--- config.mk ---
export PLATFORM = sky130hd
export DESIGN_NAME = rmpa_seq
export DESIGN_NICKNAME = d
export VERILOG_FILES = /design/src/rtl/rmpa_pkg.sv /design/src/rtl/rmpa_mac_step.sv /design/src/rtl/rmpa_clamp.sv /design/src/rtl/rmpa_seq.sv
export SDC_FILE = /design/constraint.sdc
export NUM_CORES = 2
export LEC_CHECK = 0
export BUFFER_PORTS_ARGS = -buffer_cell sky130_fd_sc_hd__buf_2
export CAP_MARGIN = 25
export CORE_ASPECT_RATIO = 1.2
export CORE_MARGIN = 8
export CORE_UTILIZATION = 50
export DETAILED_ROUTE_END_ITERATION = 8
export PLACE_DENSITY = 0.82
export SYNTH_ARGS = -nofsm -noshare
export SYNTH_HDL_FRONTEND = slang
export SYNTH_SLANG_ARGS = --single-unit
--- constraint.sdc ---
create_clock -name clk -period 12 [get_ports clk]
set_input_delay 1.8 -clock clk [delete_from_list [all_inputs] [get_ports clk]]
set_output_delay 1.8 -clock clk [all_outputs]
set_load 0.01 [all_outputs]
--- src/rtl/rmpa_pkg.sv ---
package rmpa_pkg;

    localparam int WORD_W = 32;
    localparam int SUM_W  = 2 * WORD_W;

    typedef enum logic [1:0] {
        SZ_BYTE = 2'd0,
        SZ_HALF = 2'd1,
        SZ_WORD = 2'd2
    } elem_size_e;

    typedef enum logic [1:0] {
        ST_IDLE,
        ST_FETCH_A,
        ST_FETCH_B,
        ST_ACCUM
    } seq_state_e;

    // Extension word above a 64-bit unsigned running sum.
    typedef struct packed {
        logic [WORD_W-1:0] ext;
        logic [SUM_W-1:0]  sum;
    } wide_acc_t;

    function automatic logic [WORD_W-1:0] sext_elem(input logic [WORD_W-1:0] raw,
                                                    input logic [1:0] sz);
        case (sz)
            SZ_BYTE: return {{(WORD_W-8){raw[7]}}, raw[7:0]};
            SZ_HALF: return {{(WORD_W-16){raw[15]}}, raw[15:0]};
            default: return raw;
        endcase
    endfunction

    function automatic logic [2:0] elem_bytes(input logic [1:0] sz);
        case (sz)
            SZ_BYTE: return 3'd1;
            SZ_HALF: return 3'd2;
            default: return 3'd4;
        endcase
    endfunction

    function automatic logic ext_overflow(input logic [WORD_W-1:0] ext);
        return !((ext == '0) || (ext == '1));
    endfunction

    function automatic wide_acc_t sat_pattern(input logic neg);
        wide_acc_t r;
        if (neg) begin
            r.ext = '0;
            r.sum = {1'b0, {(SUM_W-1){1'b1}}};
        end else begin
            r.ext = '1;
            r.sum = {1'b1, {(SUM_W-1){1'b0}}};
        end
        return r;
    endfunction

endpackage

--- src/rtl/rmpa_mac_step.sv ---
module rmpa_mac_step
    import rmpa_pkg::*;
(
    input  wide_acc_t         acc_in,
    input  logic [WORD_W-1:0] op_a,
    input  logic [WORD_W-1:0] op_b,
    output wide_acc_t         acc_out
);
    logic [SUM_W-1:0] a_wide;
    logic [SUM_W-1:0] b_wide;
    logic [SUM_W-1:0] product;
    logic [SUM_W-1:0] sum_next;
    logic             prod_neg;

    // Low half of the product is independent of operand signedness.
    assign a_wide   = {{WORD_W{op_a[WORD_W-1]}}, op_a};
    assign b_wide   = {{WORD_W{op_b[WORD_W-1]}}, op_b};
    assign product  = a_wide * b_wide;
    assign prod_neg = product[SUM_W-1];
    assign sum_next = acc_in.sum + product;

    always_comb begin
        acc_out.sum = sum_next;
        acc_out.ext = acc_in.ext;
        if (prod_neg && (sum_next > acc_in.sum)) begin
            acc_out.ext = acc_in.ext - WORD_W'(1);
        end else if (!prod_neg && (sum_next < acc_in.sum)) begin
            acc_out.ext = acc_in.ext + WORD_W'(1);
        end
    end
endmodule

--- src/rtl/rmpa_clamp.sv ---
module rmpa_clamp
    import rmpa_pkg::*;
(
    input  wide_acc_t acc_in,
    input  logic      ovf,
    input  logic      neg,
    output wide_acc_t acc_out
);
    always_comb begin
        if (ovf) begin
            acc_out = sat_pattern(neg);
        end else begin
            acc_out = acc_in;
        end
    end
endmodule

--- src/rtl/rmpa_seq.sv ---
module rmpa_seq
    import rmpa_pkg::*;
#(
    parameter int ADDR_W = 32,
    parameter int CNT_W  = 32
) (
    input  logic              clk,
    input  logic              rst,
    input  logic              start,
    input  logic              op_sat,
    input  logic [1:0]        elem_size,
    input  logic [ADDR_W-1:0] in_src_a,
    input  logic [ADDR_W-1:0] in_src_b,
    input  logic [CNT_W-1:0]  in_count,
    input  logic [WORD_W-1:0] in_acc_lo,
    input  logic [WORD_W-1:0] in_acc_mid,
    input  logic [WORD_W-1:0] in_acc_hi,
    input  logic              in_sign,
    input  logic              in_ovf,
    output logic              mem_req,
    output logic [ADDR_W-1:0] mem_addr,
    output logic [1:0]        mem_size,
    input  logic              mem_ready,
    input  logic [WORD_W-1:0] mem_rdata,
    output logic              busy,
    output logic              done,
    output logic [ADDR_W-1:0] out_src_a,
    output logic [ADDR_W-1:0] out_src_b,
    output logic [CNT_W-1:0]  out_count,
    output logic [WORD_W-1:0] out_acc_lo,
    output logic [WORD_W-1:0] out_acc_mid,
    output logic [WORD_W-1:0] out_acc_hi,
    output logic              out_sign,
    output logic              out_ovf
);
    seq_state_e        state_q;
    logic [1:0]        size_q;
    logic [ADDR_W-1:0] ptr_a_q;
    logic [ADDR_W-1:0] ptr_b_q;
    logic [CNT_W-1:0]  cnt_q;
    wide_acc_t         acc_q;
    logic              sign_q;
    logic              ovf_q;
    logic              done_q;
    logic [WORD_W-1:0] opa_q;
    logic [WORD_W-1:0] opb_q;

    wide_acc_t         acc_start;
    wide_acc_t         acc_stepped;
    wide_acc_t         acc_clamped;
    logic [ADDR_W-1:0] ptr_step;
    logic              last_pair;

    assign acc_start = '{ext: in_acc_hi, sum: {in_acc_mid, in_acc_lo}};
    assign ptr_step  = ADDR_W'(elem_bytes(size_q));
    assign last_pair = (cnt_q == CNT_W'(1));

    rmpa_mac_step u_step (
        .acc_in  (acc_q),
        .op_a    (opa_q),
        .op_b    (opb_q),
        .acc_out (acc_stepped)
    );

    rmpa_clamp u_clamp (
        .acc_in  (acc_start),
        .ovf     (in_ovf),
        .neg     (in_sign),
        .acc_out (acc_clamped)
    );

    always_ff @(posedge clk) begin
        if (rst) begin
            state_q <= ST_IDLE;
            size_q  <= '0;
            ptr_a_q <= '0;
            ptr_b_q <= '0;
            cnt_q   <= '0;
            acc_q   <= '0;
            sign_q  <= 1'b0;
            ovf_q   <= 1'b0;
            done_q  <= 1'b0;
            opa_q   <= '0;
            opb_q   <= '0;
        end else begin
            done_q <= 1'b0;
            unique case (state_q)
                ST_IDLE: begin
                    if (start) begin
                        size_q  <= elem_size;
                        ptr_a_q <= in_src_a;
                        ptr_b_q <= in_src_b;
                        cnt_q   <= in_count;
                        sign_q  <= in_sign;
                        ovf_q   <= in_ovf;
                        if (op_sat) begin
                            acc_q  <= acc_clamped;
                            done_q <= 1'b1;
                        end else if (in_count == '0) begin
                            acc_q  <= acc_start;
                            done_q <= 1'b1;
                        end else begin
                            acc_q   <= acc_start;
                            ovf_q   <= 1'b0;
                            state_q <= ST_FETCH_A;
                        end
                    end
                end
                ST_FETCH_A: begin
                    if (mem_ready) begin
                        opa_q   <= sext_elem(mem_rdata, size_q);
                        state_q <= ST_FETCH_B;
                    end
                end
                ST_FETCH_B: begin
                    if (mem_ready) begin
                        opb_q   <= sext_elem(mem_rdata, size_q);
                        state_q <= ST_ACCUM;
                    end
                end
                ST_ACCUM: begin
                    acc_q   <= acc_stepped;
                    ptr_a_q <= ptr_a_q + ptr_step;
                    ptr_b_q <= ptr_b_q + ptr_step;
                    cnt_q   <= cnt_q - CNT_W'(1);
                    if (last_pair) begin
                        sign_q  <= acc_stepped.ext[WORD_W-1];
                        ovf_q   <= ext_overflow(acc_stepped.ext);
                        done_q  <= 1'b1;
                        state_q <= ST_IDLE;
                    end else begin
                        state_q <= ST_FETCH_A;
                    end
                end
                default: state_q <= ST_IDLE;
            endcase
        end
    end

    assign mem_req     = (state_q == ST_FETCH_A) || (state_q == ST_FETCH_B);
    assign mem_addr    = (state_q == ST_FETCH_B) ? ptr_b_q : ptr_a_q;
    assign mem_size    = size_q;
    assign busy        = (state_q != ST_IDLE);
    assign done        = done_q;
    assign out_src_a   = ptr_a_q;
    assign out_src_b   = ptr_b_q;
    assign out_count   = cnt_q;
    assign out_acc_lo  = acc_q.sum[WORD_W-1:0];
    assign out_acc_mid = acc_q.sum[SUM_W-1:WORD_W];
    assign out_acc_hi  = acc_q.ext;
    assign out_sign    = sign_q;
    assign out_ovf     = ovf_q;
endmodule

Yosys cells after proc, flatten, opt, wreduce, memory -nomap -nowiden
Cells that the tools add are included.

$add $sub $neg: 6. Bitwise gates (word level): 0. $lt $le $gt $ge: 2. Div/mod/pow operators: 0. $mul: 1. Multiplexer cells: 36. Reductions and logical operators: 18. Shifts and indexed selects: 0. Eq/ne operators: 12.

Operator list (count): $mux 96 (4); $pmux 32 s2 (4); $mux 32 (6); $pmux 96 s2 (1); $add 32x3->32 (2); $add 64x64->64 (1); $gt 64x64->1 (1); $logic_not 32->1 (2); $lt 64x64->1 (1); $mul 32x32->64 (1); $sub 32x1->32 const B (2); $add 32x1->32 const B (1); $eq 32x1->1 const B (1); $eq 32x32->1 const B (1); $ne 2x2->1 const B (6); $mux 1 (11); $mux 2 (5); $pmux 2 s4 (1); $reduce_and 2->1 (4); $pmux 1 s2 (3); $pmux 3 s2 (1); $reduce_and 5->1 (1); $eq 2x1->1 const B (2); $eq 2x2->1 const B (2); other kinds (6) (11).

Bits in latches: 0. ROM bits: 0. Output and inout bits: 231. Input port bits: 233. Word-level logic and storage cells: 87. Memories: 0. Flip-flop bits (word level): 263. Memory bits (writable): 0.

Depth between registers and ports, before layout
Depth in word-level cells: 11. Gate-level depth with buffers: 62. Mapped depth without buffers: 58.

By module
A second synthesis with hierarchy kept.

Cells, all modules: 6838. Area, all modules: 57875.5 um^2.

Modules (own cells, without submodules): rmpa_mac_step (times used 1, area each 42055.3 um^2, sequential area each 0.0 um^2, cells each 4713); rmpa_seq (times used 1, area each 14861.8 um^2, sequential area each 5265.0 um^2, cells each 1912); rmpa_clamp (times used 1, area each 958.4 um^2, sequential area each 0.0 um^2, cells each 213).

Least setup slack after synthesis
OpenSTA, ideal clock, no wires.

Path kind: register to register. Start point: register opa_q[31]. End point: register ovf_q (netlist: out_ovf). Buffers on the path: 2. Stages on the path, launching flop included: 52. Slack: -1092 ps. Data required time: 11867 ps. Arrival time: 12959 ps. Clock period less this slack: 13092 ps. Cell sequence: dfxtp_1 > clkbuf_1 > nand2_1 > inv_1 > fa_1 > fa_1 > fa_1 > fa_1 > inv_1 > fa_1 > inv_1 > fa_1 > fa_1 > fa_1 > ha_1 > a21o_1 > a21o_1 > a21oi_1 > [... 16 more ...] > xnor2_1 > ha_1 > nand4_1 > nor3_1 > nand4_1 > nor4_1 > a221oi_1 > and3_1 > buf_6 > or2_1 > a21oi_1 > a32o_1 > a21oi_1 > o22a_1 > or4_1 > nor4_1 > a311o_1 > a31oi_1.

Longest elaborated chain between the ends: 11. Elaborated cells between the ends (all ways): 15. Those cells by class: add/sub: 1; mul: 1; order compare: 2; eq/ne: 1; mux: 4; reduce/logical: 6.

Ends and longest elaborated chain: start, declared (RTL line rmpa_seq.sv:45) `logic [WORD_W-1:0] opa_q;`; start signal, assigned (RTL line rmpa_seq.sv:111) `opa_q <= sext_elem(mem_rdata, size_q);`; $mul 32x32->64 (*) (RTL line rmpa_mac_step.sv:18) `assign product = a_wide * b_wide;`; $add 64x64->64 (RTL line rmpa_mac_step.sv:20) `assign sum_next = acc_in.sum + product;`; $lt 64x64->1 (RTL line rmpa_mac_step.sv:27) `end else if (!prod_neg && (sum_next < acc_in.sum)) begin`; $logic_and 1x1->1 (RTL line rmpa_mac_step.sv:27); $mux 32 (RTL line rmpa_mac_step.sv:27); $mux 32 (*) (RTL line rmpa_mac_step.sv:25) `if (prod_neg && (sum_next > acc_in.sum)) begin`; $eq 32x32->1 or $logic_not 32->1 (tied branches) (RTL line rmpa_pkg.sv:43) `return !((ext == '0) || (ext == '1));`; $logic_or 1x1->1 (*) (RTL line rmpa_pkg.sv:43); $logic_not 1->1 (*) (RTL line rmpa_pkg.sv:43); $mux 1 (*) (RTL line rmpa_seq.sv:126) `if (last_pair) begin`; $pmux 1 s2 (*) (RTL line rmpa_seq.sv:87) `unique case (state_q)`; end signal, assigned (RTL line rmpa_seq.sv:95) `ovf_q <= in_ovf;`; end signal, assigned (RTL line rmpa_seq.sv:128) `ovf_q <= ext_overflow(acc_stepped.ext);`; end, declared (RTL line rmpa_seq.sv:43) `logic ovf_q;`.

Every way passes the cells marked *; elsewhere a longest branch is shown, timed or not. The select of a mux whose other input is x is not followed. A chain may end at the register's enable or synchronous reset.

Final worst setup path
Start point: register opb_q[0]. End point: register ovf_q (netlist: out_ovf).

Longest elaborated chain between the ends: 11. Elaborated cells between the ends (all ways): 15. Those cells by class: add/sub: 1; mul: 1; order compare: 2; eq/ne: 1; mux: 4; reduce/logical: 6.

Ends and longest elaborated chain: start, declared (RTL line rmpa_seq.sv:46) `logic [WORD_W-1:0] opb_q;`; start signal, assigned (RTL line rmpa_seq.sv:117) `opb_q <= sext_elem(mem_rdata, size_q);`; $mul 32x32->64 (*) (RTL line rmpa_mac_step.sv:18); $add 64x64->64 (RTL line rmpa_mac_step.sv:20); $lt 64x64->1 (RTL line rmpa_mac_step.sv:27); $logic_and 1x1->1 (RTL line rmpa_mac_step.sv:27); $mux 32 (RTL line rmpa_mac_step.sv:27); $mux 32 (*) (RTL line rmpa_mac_step.sv:25); $eq 32x32->1 or $logic_not 32->1 (tied branches) (RTL line rmpa_pkg.sv:43); $logic_or 1x1->1 (*) (RTL line rmpa_pkg.sv:43); $logic_not 1->1 (*) (RTL line rmpa_pkg.sv:43); $mux 1 (*) (RTL line rmpa_seq.sv:126); $pmux 1 s2 (*) (RTL line rmpa_seq.sv:87).

Marked as above.

==> report_table.html <==
<table>
<tr><th>Metric</th><th>Value</th></tr>
<tr><th colspan="2">Yosys</th></tr>
<tr><td>Fraction of the mapped netlist area in compound gates</td><td>0.123</td></tr>
<tr><td>Main combinational cell family by area after synthesis</td><td>adder cells</td></tr>
<tr><td>Post-synthesis adder-cell area fraction</td><td>0.465</td></tr>
<tr><td>Top cell type by total area after synthesis</td><td>fa_1</td></tr>
<tr><td>Main area contributors after synthesis</td><td>fa_1 (39%), dfxtp_1 (9.5%), ha_1 (7.4%), inv_1 (7.3%), and2_1 (6.2%)</td></tr>
<tr><td>Count of yosys warnings during synthesis</td><td>0</td></tr>
<tr><td>Mux contribution to synthesized area</td><td>0.00785</td></tr>
<tr><td>Post-synthesis sequential element count</td><td>between 200 and 300</td></tr>
<tr><td>Most common flop cell mapped by yosys</td><td>dfxtp_1</td></tr>
<tr><td>Post-synth EDFFs</td><td>0</td></tr>
<tr><td>Mapped Area</td><td>approximately 56,000 sq um</td></tr>
<tr><td>Post-synthesis xor/xnor area fraction</td><td>0.0243</td></tr>
<tr><td>Sequential fraction of the synthesis area</td><td>0.0946</td></tr>
<tr><td>Simple-gate area share of the yosys netlist</td><td>0.187</td></tr>
<tr><td>Number of instances in the synthesized netlist</td><td>6,561</td></tr>
<tr><td>Async SR Flop Fraction</td><td>0</td></tr>
<tr><td>Area share of the largest cell type after synthesis</td><td>0.390</td></tr>
<tr><td>Number of different library cells in the post-synthesis netlist</td><td>90</td></tr>
<tr><td>Number of nets in the synthesized netlist</td><td>roughly 8,000</td></tr>
<tr><td>Synthesized area per cell</td><td>around 8.5 sq um</td></tr>
<tr><th colspan="2">Timing</th></tr>
<tr><td>Post-Route Skew</td><td>0.0452 ns</td></tr>
<tr><td>Hold violation count in the final report</td><td>0</td></tr>
<tr><td>Max Transition Viols Final</td><td>0</td></tr>
<tr><td>Fraction of the cycle the final worst path needs</td><td>1.15</td></tr>
<tr><td>Smallest setup slack after layout</td><td>-1.85 ns</td></tr>
<tr><td>Count of final setup violators</td><td>34</td></tr>
<tr><td>Normalized max-slew margin</td><td>0.277</td></tr>
<tr><td>Setup repair after global routing missed its margin</td><td>yes</td></tr>
<tr><td>Maximum achievable frequency</td><td>just over 0.07 GHz</td></tr>
<tr><td>Clock period minus final worst setup slack</td><td>13.85 ns</td></tr>
<tr><td>Worst slew pin tran</td><td>between 1 and 1.5 ns</td></tr>
<tr><td>Final hold slack</td><td>just under 0.5 ns</td></tr>
<tr><th colspan="2">Worst setup path</th></tr>
<tr><td>Critical path class</td><td>reg2reg</td></tr>
<tr><td>Setup crit start kind</td><td>register</td></tr>
<tr><td>R2R Path Start</td><td>opb_q[0]</td></tr>
<tr><td>Worst Path Max Fanout</td><td>20</td></tr>
<tr><td>Arr. time, crit path</td><td>14.30 ns</td></tr>
<tr><td>Most frequent CP cell</td><td>fa_1</td></tr>
<tr><td>WP data required</td><td>~12 ns</td></tr>
<tr><td>CP max stage cell</td><td>fa_1</td></tr>
<tr><td>Worst Setup SP</td><td>opb_q[0]</td></tr>
<tr><td>Worst-case reg-to-reg path depth</td><td>54</td></tr>
<tr><td>Crit. End Element</td><td>register</td></tr>
<tr><td>Longest individual stage delay on the worst path</td><td>about 0.63 ns</td></tr>
<tr><th colspan="2">Power</th></tr>
<tr><td>Switching power share of the total</td><td>0.490</td></tr>
<tr><td>Switching pwr</td><td>5050 uW</td></tr>
<tr><td>Int Power</td><td>around 5300 uW</td></tr>
<tr><td>Sequential share of power</td><td>0.139</td></tr>
<tr><td>Leakage power</td><td>roughly 0.034 uW</td></tr>
<tr><td>Total power density per cell area</td><td>150 nW/um^2</td></tr>
<tr><td>Maximum resistive drop on vdd</td><td>0.250 mV</td></tr>
<tr><td>Comb power frac</td><td>0.744</td></tr>
<tr><td>Clock share of power</td><td>0.117</td></tr>
<tr><th colspan="2">Drt</th></tr>
<tr><td>Starting DRT DRC Count</td><td>4,371</td></tr>
<tr><td>Per-cell routed wire length</td><td>21.5 um</td></tr>
<tr><td>Via count</td><td>52,166</td></tr>
<tr><td>Remaining routing DRC violations</td><td>0</td></tr>
<tr><td>Drt total wl</td><td>~200 mm</td></tr>
<tr><td>Number of iterations in the first detailed-routing pass</td><td>7</td></tr>
<tr><td>Via-to-Cell Ratio</td><td>approximately 5.7</td></tr>
<tr><td>Antenna violation net count after detailed routing</td><td>0</td></tr>
<tr><th colspan="2">Run status</th></tr>
<tr><td>Run status</td><td>finished with violations</td></tr>
<tr><td>Failing checks</td><td>setup timing</td></tr>
<tr><th colspan="2">Worst hold path</th></tr>
<tr><td>Hold Path Stages</td><td>2</td></tr>
<tr><td>Worst min-delay path class</td><td>reg2reg</td></tr>
<tr><td>Start point of the worst hold path</td><td>out_src_a[31]</td></tr>
<tr><th colspan="2">GRT</th></tr>
<tr><td>Global-route wire length before repair</td><td>between 300 and 400 mm</td></tr>
<tr><td>Number of antenna violations at the first check in global routing</td><td>16</td></tr>
<tr><td>Overflow after GRT</td><td>0</td></tr>
<tr><td>Vias in the first global route</td><td>55,519</td></tr>
<tr><td>Total global-route track usage</td><td>0.313</td></tr>
<tr><td>Largest net degree at the start of global routing</td><td>~200</td></tr>
<tr><th colspan="2">Clocking</th></tr>
<tr><td>Num CTS Buffers</td><td>35</td></tr>
<tr><td>CTS Root Buffer Type</td><td>clkbuf_16</td></tr>
<tr><td>Clk slew on worst S/H paths</td><td>roughly 0.060 ns</td></tr>
<tr><td>Clock latency on the worst-skew pair</td><td>0.61 ns</td></tr>
<tr><td>Clock tree buffer depth</td><td>3</td></tr>
<tr><td>TritonCTS clock tree</td><td>built</td></tr>
<tr><td>Max H-tree Level</td><td>2</td></tr>
<tr><td>Sink Count</td><td>approximately 260</td></tr>
<tr><th colspan="2">Final layout</th></tr>
<tr><td>Flip-flop and latch area</td><td>5320 sq um</td></tr>
<tr><td>Layout cell share with drive strength beyond 1</td><td>0.227</td></tr>
<tr><td>Multi-input gate area in the final layout</td><td>approximately 47,000 sq um</td></tr>
<tr><td>Final core utilization</td><td>0.622</td></tr>
<tr><td>Total Nets Final</td><td>between 9,000 and 10,000</td></tr>
<tr><td>Filler cells</td><td>8,631</td></tr>
<tr><td>Syn-to-layout area delta</td><td>23.8%</td></tr>
<tr><th colspan="2">Floorplanning</th></tr>
<tr><td>Core region area</td><td>around 110,000 sq um</td></tr>
<tr><td>Height of the die</td><td>around 380 um</td></tr>
<tr><td>Initial Util</td><td>0.502</td></tr>
<tr><td>Width of the die</td><td>321 um</td></tr>
<tr><td>Area enclosed by the die boundary</td><td>about 120,000 sq um</td></tr>
<tr><td>I/O pin count</td><td>464</td></tr>
<tr><td>Placement row count</td><td>134</td></tr>
<tr><th colspan="2">Placement</th></tr>
<tr><td>Half-perimeter wire length after placement</td><td>approximately 160 mm</td></tr>
<tr><td>Routability congestion estimate from global placement</td><td>between 1 and 1.5</td></tr>
<tr><td>IO Port Bufs</td><td>around 460</td></tr>
<tr><th colspan="2">Job</th></tr>
<tr><td>Max Cap Viol</td><td>0</td></tr>
</table>
[synth_stat cells, types with 46 or more instances]
cell type  instances
xor2_1            46
inv_1           1083
nor3_1            87
a211oi_1         129
nand2_1          787
dfxtp_1          263
a21o_1            82
fa_1            1085
a21oi_1          442
ha_1             330
xnor2_1          102
nand3_1           72
o21ai_0          144
nor2_1           368
clkbuf_1         355
o211ai_1          53
nand2b_1          47
and2_1           548
[layout by cell type, fill, tap and decap left out, types with 30 or more instances in the layout]
cell / instances
a211oi_1: 122
a21o_1: 82
a21oi_1: 411
and2_1: 533
buf_12: 61
buf_2: 463
buf_4: 745
buf_6: 53
clkbuf_16: 37
dfxtp_1: 244
fa_1: 1061
ha_1: 318
inv_1: 1074
nand2_1: 776
nand2b_1: 47
nand3_1: 68
nand4_1: 44
nor2_1: 345
nor2b_1: 30
nor3_1: 69
o211ai_1: 53
o21ai_0: 119
o22ai_1: 39
xnor2_1: 94
xor2_1: 39
[cell families after synthesis]
kind of cell | after synthesis
buffers and inverters | 1460
XOR/XNOR | 151
AND/OR/NAND/NOR | 2133
adder cells (fa/ha/maj) | 1415
flip-flops | 263
AO/OA/AOI/OAI | 1099
multiplexers | 40
[worst paths after layout]
path                                      end  slack [ns]
worst max-delay path                  out_ovf       -1.85
worst min-delay path            out_src_a[31]        0.49
worst max register to register        out_ovf       -1.85
worst min register to register  out_src_a[31]        0.49
[worst max-delay path: cells and delay by family, from the launching register on]
kind / cells / cell delay [ns]
multiplexers: 1 / 0.17
buffers and inverters: 9 / 1.27
XOR/XNOR: 3 / 0.49
flip-flops: 1 / 0.52
AO/OA/AOI/OAI: 19 / 3.88
adder cells (fa/ha/maj): 11 / 4.91
AND/OR/NAND/NOR: 11 / 2.45
[sequential cells by signal (all words and copies together), names as in the netlist]
register and cells:
out_src_a 32, mem_size 2, done 1, out_acc_hi 32, opa_q 32, out_src_b 32, out_sign 1, opb_q 32
state_q 2, out_acc_mid 32, out_count 32, out_acc_lo 32, out_ovf 1
[metrics by stage]
step	cells	total power (uW)	setup WS, ns	TNS, ns	cell area [sq um]
4_1_cts	9037	9870	-1.70	-34.32	67700
3_5_place_dp	8898	7900	-2.27	-49.57	65000
5_1_grt	9075	10900	-2.42	-56.28	68900
6_report	9080	10300	-1.85	-37.46	68900
3_3_place_gp	8897	7770	-1.95	-39.84	65000
2_1_floorplan	6561	4930	-0.480	-0.480	55900
[repair_timing]
item / 4_1_cts / 5_1_grt
setup buffers: 87 / 61
endpoints found under the hold margin: 0 / 0
setup endpoints to repair: 34 / 35
pin swaps: 117 / 153
hold buffers: 0 / 0
resized for setup: 179 / 198
cloned: 0 / 3
[layout make-up]
class | instances | area share
multi-input combinational | 4838 | 0.675
tap | 1496 | 0.0272
clock inverter | 20 | 0.00479
timing repair buffer | 1326 | 0.142
clock buffer | 43 | 0.0137
sequential | 263 | 0.0773
antenna | 10 | 0.000363
inverter | 1084 | 0.0592
[power groups by stage]
| stage | Clock, uW | Sequential [uW] | Combinational [uW] |
|---|---|---|---|
| 6_report | 1210 | 1430 | 7680 |
| 5_1_grt | 1240 | 1450 | 8200 |
| 4_1_cts | 1210 | 1410 | 7250 |
| 3_5_place_dp | 0 | 1420 | 6480 |
| 3_3_place_gp | 0 | 1410 | 6360 |
| 2_1_floorplan | 0 | 1350 | 3570 |
[layer usage]
metal / wire length [um] / up-vias / global-route usage
met1: 70200 / 25778 / 0.379
met3: 18900 / 750 / 0.0719
met5: 129 / - / 0
li1: - / 22685 / -
met4: 12600 / 18 / 0.158
met2: 93300 / 2935 / 0.524
(Power assumes the default switching activity.)
